## config.mk

```make
export PLATFORM = sky130hd
export DESIGN_NAME = tx_sample_fifo
export DESIGN_NICKNAME = d
export VERILOG_FILES = /design/src/rtl/tfq_pkg.sv /design/src/rtl/tfq_store.sv /design/src/rtl/tfq_clr_ctrl.sv /design/src/rtl/tfq_status.sv /design/src/rtl/tx_sample_fifo.sv
export SDC_FILE = /design/constraint.sdc
export NUM_CORES = 1
export LEC_CHECK = 0
export ABC_AREA = 0
export BUFFER_PORTS_ARGS = -buffer_cell sky130_fd_sc_hd__buf_2
export CAP_MARGIN = 30
export CORE_MARGIN = 1
export CORE_UTILIZATION = 45
export DETAILED_ROUTE_END_ITERATION = 7
export GPL_TIMING_DRIVEN = 0
export PLACE_DENSITY = 0.65
export SKIP_CTS_REPAIR_TIMING = 1
export SYNTH_ARGS = -nofsm -noshare
export SYNTH_HDL_FRONTEND = slang
export SYNTH_HIERARCHICAL = 1
export SYNTH_SLANG_ARGS = --single-unit
```

## constraint.sdc

```tcl
create_clock -name clk -period 12.2 [get_ports clk]
set_input_delay 1.22 -clock clk [delete_from_list [all_inputs] [get_ports clk]]
set_output_delay 1.22 -clock clk [all_outputs]
set_load 0.01 [all_outputs]
```

## src/rtl/tfq_pkg.sv

```systemverilog
package tfq_pkg;
    typedef enum logic [1:0] {
        CS_IDLE     = 2'd0,
        CS_CLR_FIFO = 2'd1,
        CS_SER_RST  = 2'd2,
        CS_SETTLE   = 2'd3
    } clr_state_t;

    localparam int unsigned N_IRQ_SRC = 2;
endpackage

```

## src/rtl/tfq_store.sv

```systemverilog
module tfq_store #(
    parameter int unsigned DEPTH  = 32,
    parameter int unsigned DATA_W = 32,
    localparam int unsigned AW    = $clog2(DEPTH),
    localparam int unsigned LVL_W = $clog2(DEPTH + 1)
) (
    input  logic              clk,
    input  logic              rst_n,
    input  logic              push,
    input  logic              pop,
    input  logic              flush,
    input  logic [DATA_W-1:0] wdata,
    output logic [DATA_W-1:0] rdata,
    output logic [LVL_W-1:0]  count,
    output logic              full,
    output logic              empty
);
    logic [DATA_W-1:0] mem [DEPTH];
    logic [AW-1:0]     wptr;
    logic [AW-1:0]     rptr;

    always_ff @(posedge clk) begin
        if (push) begin
            mem[wptr] <= wdata;
        end
    end

    always_ff @(posedge clk or negedge rst_n) begin
        if (!rst_n) begin
            wptr  <= '0;
            rptr  <= '0;
            count <= '0;
        end else if (flush) begin
            wptr  <= '0;
            rptr  <= '0;
            count <= '0;
        end else begin
            if (push) begin
                wptr <= wptr + AW'(1);
            end
            if (pop) begin
                rptr <= rptr + AW'(1);
            end
            count <= count + LVL_W'(push) - LVL_W'(pop);
        end
    end

    assign rdata = mem[rptr];
    assign full  = (count == LVL_W'(DEPTH));
    assign empty = (count == '0);
endmodule

```

## src/rtl/tfq_clr_ctrl.sv

```systemverilog
module tfq_clr_ctrl
    import tfq_pkg::*;
(
    input  logic clk,
    input  logic rst_n,
    input  logic clr_cmd,
    output logic busy,
    output logic flush,
    output logic ser_rst
);
    clr_state_t state_q;
    clr_state_t state_d;

    always_ff @(posedge clk or negedge rst_n) begin
        if (!rst_n) begin
            state_q <= CS_IDLE;
        end else begin
            state_q <= state_d;
        end
    end

    always_comb begin
        state_d = state_q;
        unique case (state_q)
            CS_IDLE:     if (clr_cmd) state_d = CS_CLR_FIFO;
            CS_CLR_FIFO: state_d = CS_SER_RST;
            CS_SER_RST:  state_d = CS_SETTLE;
            CS_SETTLE:   state_d = CS_IDLE;
            default:     state_d = CS_IDLE;
        endcase
    end

    always_comb begin
        busy    = 1'b1;
        flush   = 1'b0;
        ser_rst = 1'b0;
        unique case (state_q)
            CS_IDLE:     busy    = 1'b0;
            CS_CLR_FIFO: flush   = 1'b1;
            CS_SER_RST:  ser_rst = 1'b1;
            CS_SETTLE:   busy    = 1'b1;
            default:     busy    = 1'b1;
        endcase
    end
endmodule

```

## src/rtl/tfq_status.sv

```systemverilog
module tfq_status
    import tfq_pkg::*;
#(
    parameter int unsigned DEPTH  = 32,
    localparam int unsigned LVL_W = $clog2(DEPTH + 1),
    localparam int unsigned WM_W  = $clog2(DEPTH)
) (
    input  logic             clk,
    input  logic             rst_n,
    input  logic [LVL_W-1:0] count,
    input  logic             full,
    input  logic             empty,
    input  logic             busy,
    input  logic             flush,
    input  logic             wr_en,
    input  logic             rd_req,
    input  logic             dma_en,
    input  logic [WM_W-1:0]  dma_wmark_m1,
    input  logic [WM_W-1:0]  irq_thr_m1,
    input  logic             empty_ie,
    input  logic             undr_ie,
    input  logic             undr_clr,
    output logic             dma_req,
    output logic             sts_empty,
    output logic             sts_undr,
    output logic             ovf_flag,
    output logic             irq
);
    logic [LVL_W-1:0]     dma_limit;
    logic                 undr_hit;
    logic                 ovf_hit;
    logic [N_IRQ_SRC-1:0] src_sts;
    logic [N_IRQ_SRC-1:0] src_en;
    logic [N_IRQ_SRC-1:0] src_act;

    assign dma_limit = LVL_W'(dma_wmark_m1) + LVL_W'(1);
    assign dma_req   = dma_en && !busy && (count <= dma_limit);
    assign sts_empty = (count <= LVL_W'(irq_thr_m1));
    assign undr_hit  = rd_req && empty && !busy;
    assign ovf_hit   = wr_en && full && !busy;

    always_ff @(posedge clk or negedge rst_n) begin
        if (!rst_n) begin
            sts_undr <= 1'b0;
        end else if (undr_hit) begin
            sts_undr <= 1'b1;
        end else if (undr_clr) begin
            sts_undr <= 1'b0;
        end
    end

    always_ff @(posedge clk or negedge rst_n) begin
        if (!rst_n) begin
            ovf_flag <= 1'b0;
        end else if (flush) begin
            ovf_flag <= 1'b0;
        end else if (ovf_hit) begin
            ovf_flag <= 1'b1;
        end
    end

    assign src_sts = {sts_undr, sts_empty};
    assign src_en  = {undr_ie, empty_ie};

    for (genvar g = 0; g < N_IRQ_SRC; g++) begin : g_src
        assign src_act[g] = src_sts[g] & src_en[g];
    end

    assign irq = |src_act;
endmodule

```

## src/rtl/tx_sample_fifo.sv

```systemverilog
module tx_sample_fifo #(
    parameter int unsigned DEPTH  = 32,
    parameter int unsigned DATA_W = 32,
    localparam int unsigned LVL_W = $clog2(DEPTH + 1),
    localparam int unsigned WM_W  = $clog2(DEPTH)
) (
    input  logic              clk,
    input  logic              rst_n,
    input  logic              wr_en,
    input  logic [DATA_W-1:0] wr_data,
    input  logic              rd_req,
    output logic [DATA_W-1:0] rd_data,
    input  logic              dma_en,
    input  logic [WM_W-1:0]   dma_wmark_m1,
    input  logic [WM_W-1:0]   irq_thr_m1,
    input  logic              empty_ie,
    input  logic              undr_ie,
    input  logic              undr_clr,
    input  logic              clr_cmd,
    output logic              clr_busy,
    output logic              ser_rst,
    output logic [LVL_W-1:0]  level,
    output logic              dma_req,
    output logic              sts_empty,
    output logic              sts_undr,
    output logic              ovf_flag,
    output logic              irq
);
    logic flush;
    logic full;
    logic empty;
    logic push;
    logic pop;

    assign push = wr_en && !clr_busy && !full;
    assign pop  = rd_req && !clr_busy && !empty;

    tfq_clr_ctrl u_clr (
        .clk     (clk),
        .rst_n   (rst_n),
        .clr_cmd (clr_cmd),
        .busy    (clr_busy),
        .flush   (flush),
        .ser_rst (ser_rst)
    );

    tfq_store #(.DEPTH(DEPTH), .DATA_W(DATA_W)) u_store (
        .clk   (clk),
        .rst_n (rst_n),
        .push  (push),
        .pop   (pop),
        .flush (flush),
        .wdata (wr_data),
        .rdata (rd_data),
        .count (level),
        .full  (full),
        .empty (empty)
    );

    tfq_status #(.DEPTH(DEPTH)) u_status (
        .clk          (clk),
        .rst_n        (rst_n),
        .count        (level),
        .full         (full),
        .empty        (empty),
        .busy         (clr_busy),
        .flush        (flush),
        .wr_en        (wr_en),
        .rd_req       (rd_req),
        .dma_en       (dma_en),
        .dma_wmark_m1 (dma_wmark_m1),
        .irq_thr_m1   (irq_thr_m1),
        .empty_ie     (empty_ie),
        .undr_ie      (undr_ie),
        .undr_clr     (undr_clr),
        .dma_req      (dma_req),
        .sts_empty    (sts_empty),
        .sts_undr     (sts_undr),
        .ovf_flag     (ovf_flag),
        .irq          (irq)
    );
endmodule

```

==> impl_metrics.csv <==
group,metric,value,unit
run_status,status,"finished with violations",
run_status,violations,"design-rule violations",
power,power_switching_share,25.8,%
die,ios,96,
sta,rsz0062_at_grt,"no",
layout,drive_gt1_share,26.0,%
layout,final_util,52.5,%
sta,finalSetupViolCount,0,
synthesis,synth_top_area_share,76.2,%
sta,clock_skew,0.0169,ns
critical_path,cpPeakStageDelay,0.75,ns
die,die_x,301,um
job,maxCapViolations,0,
synthesis,synth_most_common_cell,"edfxtp_1",
routing,drt-total-wl,94000,um
synthesis,syn-num-nets,1966,
critical_path,cp.required,10.98,ns
power,ir_drop,0.000101,V
layout,final_net_count,2220,
sta,report.final.slew_viol_count,0,
critical_path,cp-end-kind,"output pin",
clocking,clock_latency,0.66,ns
critical_path,worst_ep_arrival_time,3.88,ns
power,power.leakage,14.7,nW
global_route,grt_usage,20.9,%
placed_design,io_buffer_count,95,
power,share_comb_of_total_power,18.6,%
routing,vias,20000,
layout,syn_to_final_growth,15.4,%
layout,n_fill_cell,6725,
sta,holdWs,0.503,ns
sta,fin_ws,7.10,ns
power,power_switching,2.24,mW
sta,max_freq,196,MHz
routing,dr.pass1.iters,8,
synthesis,ys_types,48,
die,dieArea,90800,um2
synthesis,synthTopCellsByArea,"edfxtp_1, mux4_2, mux2i_1",
routing,drtIter0Drc,2158,
synthesis,synth_edf_count,1024,
die,die_y,301,um
power,power_density,186,nW/um2
clocking,cts.sinks,1044,
sta,hold_viol,0,
routing,wl_per_cell,27.7,um
routing,antenna_left,0,
routing,drc,8,
synthesis,syn_area_per_cell,21.4,um2
sta,finalCritPeriodShare,41.8,%
placed_design,postPlaceCellArea,43300,um2
global_route,antenna_found_initial,2,
synthesis,synth_flop_cell,"edfxtp_1",
synthesis,synthArstFlopShare,1.92,%
synthesis,yosysSeqAreaShare,77.5,%
worst_hold_path,hold_path.class,"flip-flop to flip-flop",
clocking,cts_buffer_depth,3,
die,core_area,88600,um2
die,start_util,45.5,%
clocking,htreeDepth,3,
critical_path,path_class,"flip-flop to output pin",
global_route,grt_pass1_vias,20100,
synthesis,yosys_warnings,6,
placed_design,post-dp-hpwl,62900,um
clocking,clk_pin_slew,0.07,ns
layout,register_area,31300,um2
placed_design,pre_cts_slack,7.82,ns
global_route,grt_pass1_wl,137000,um
critical_path,worstPathCellList,"buf_6, nor2b_1, clkbuf_1, clkbuf_1, a21oi_1, a22oi_1, buf_2",
clocking,cts_tree,"done",
sta,relSlewSlack,34.3,%
sta,setup-tns-final,0,ns
power,intPower,6.44,mW
synthesis,yosys_register_bits,1044,
global_route,grt_max_degree,33,
routing,avgViaCountPerCell,5.91,
critical_path,worstPathMaxFanout,10,
layout,finalInstanceArea,46600,um2
critical_path,cp-start-kind,"flip-flop",
placed_design,gp_congestion,0.851,
die,fp-row-count,109,
power,clockPowerShare,35.0,%
power,seqPwrFrac,46.4,%
sta,worst_pin_slew,0.985,ns
critical_path,cpMaxStageDelayCell,"clkbuf_1",
synthesis,synth_area,40300,um2
clocking,numCtsBuffers,99,
synthesis,synth_top_cell_by_area,"edfxtp_1",
critical_path,crit_path_frequent_cell,"clkbuf_1",
synthesis,ys_top_cells_by_count,"edfxtp_1, mux4_2, mux2i_1",
layout,multi_input_area,8610,um2
clocking,clockRootBuffer,"clkbuf_16",
sta,period_needed,5.10,ns
synthesis,synthCells,1884,
global_route,grt_overflow_total,0,
==> worst paths after layout <==
path                                                      end                     startpoint  slack (ns)  cells after the start
worst max-delay path                               rd_data[0]    u_store/rptr[1]$_DFFE_PN0P_        7.10                      7
worst min-delay path            u_status/ovf_flag$_DFFE_PN0P_  u_status/ovf_flag$_DFFE_PN0P_        0.50                      2
worst max register to register    u_store/mem[8][7]$_DFFE_PP_     u_store/count[2]$_DFF_PN0_        8.23                     10
worst min register to register  u_status/ovf_flag$_DFFE_PN0P_  u_status/ovf_flag$_DFFE_PN0P_        0.50                      2
max in group asynchronous          u_store/count[2]$_DFF_PN0_                          rst_n       11.37                      1
min in group asynchronous       u_status/sts_undr$_DFFE_PN0P_                          rst_n        0.51                      1
==> layout make-up <==
class	instances	share of cell area, %
Timing Repair Buffer	153	2.87
Sequential cell	1044	67.1
Clock buffer	121	5.59
Clock inverter	65	1.31
Antenna cell	2	0.0108
Tap cell	1165	3.13
Multi-Input combinational cell	707	18.5
Inverter	26	0.210
Buffer	107	1.25
==> placed cells by master, fill, tap and decap left out, drive strengths merged, types with 32 or more instances in the layout <==
cell type	instances
edfxtp	1024
a21oi	38
o22ai	32
o221ai	32
nor2	37
clkbuf	171
buf	210
a211oi	32
a22oi	94
mux4	194
mux2i	129
clkinv	47
==> state kept, by name, summed over array words and instances (netlist names) <==
register / flops
u_status/ovf_flag: 1
u_clr/state_q: 2
u_store/rptr: 5
u_store/count: 6
u_store/mem: 1024
u_store/wptr: 5
u_status/sts_undr: 1
==> critical path: cells and delay by family (launching register included) <==
family	cells	cell delay [ns]
buffers and inverters	4	1.88
AOI/OAI and AO/OA	2	0.80
and+or+nand+nor	1	0.14
DFF	1	0.38
==> power groups by stage <==
stage	Combinational [mW]	Clock [mW]	Sequential (mW)
global route	1.72	3.22	4.03
detailed placement	1.63	0	4.10
CTS	1.63	3.08	4.03
floorplan	1.06	0	4.10
finish	1.62	3.04	4.03
global placement	1.58	0	4.10
==> stage by stage <==
step                      total power [mW]  cells
after global placement                5.68   3144
after CTS                             8.74   3388
after floorplan                       5.16   1884
final                                 8.68   3390
after global routing                  8.97   3388
after detailed placement              5.73   3202
==> per-layer routing <==
metal / global-route usage [%] / share of wire, % / vias up
li1: - / - / 8471
met1: 29.3 / 42 / 10700
met2: 34.1 / 49 / 700
met3: 3.72 / 7.1 / 114
met4: 5.17 / 1.8 / 0
met5: 0 / 0 / -
==> kinds of logic after synthesis <==
group / share of synthesized area [%]
compound gates: 4.25
xor+xnor: 0.282
fa+ha+maj: 0.980
buf+inv: 1.69
flops: 77.5
mux: 14.1
simple gates: 1.26
(Power assumes the default switching activity.)
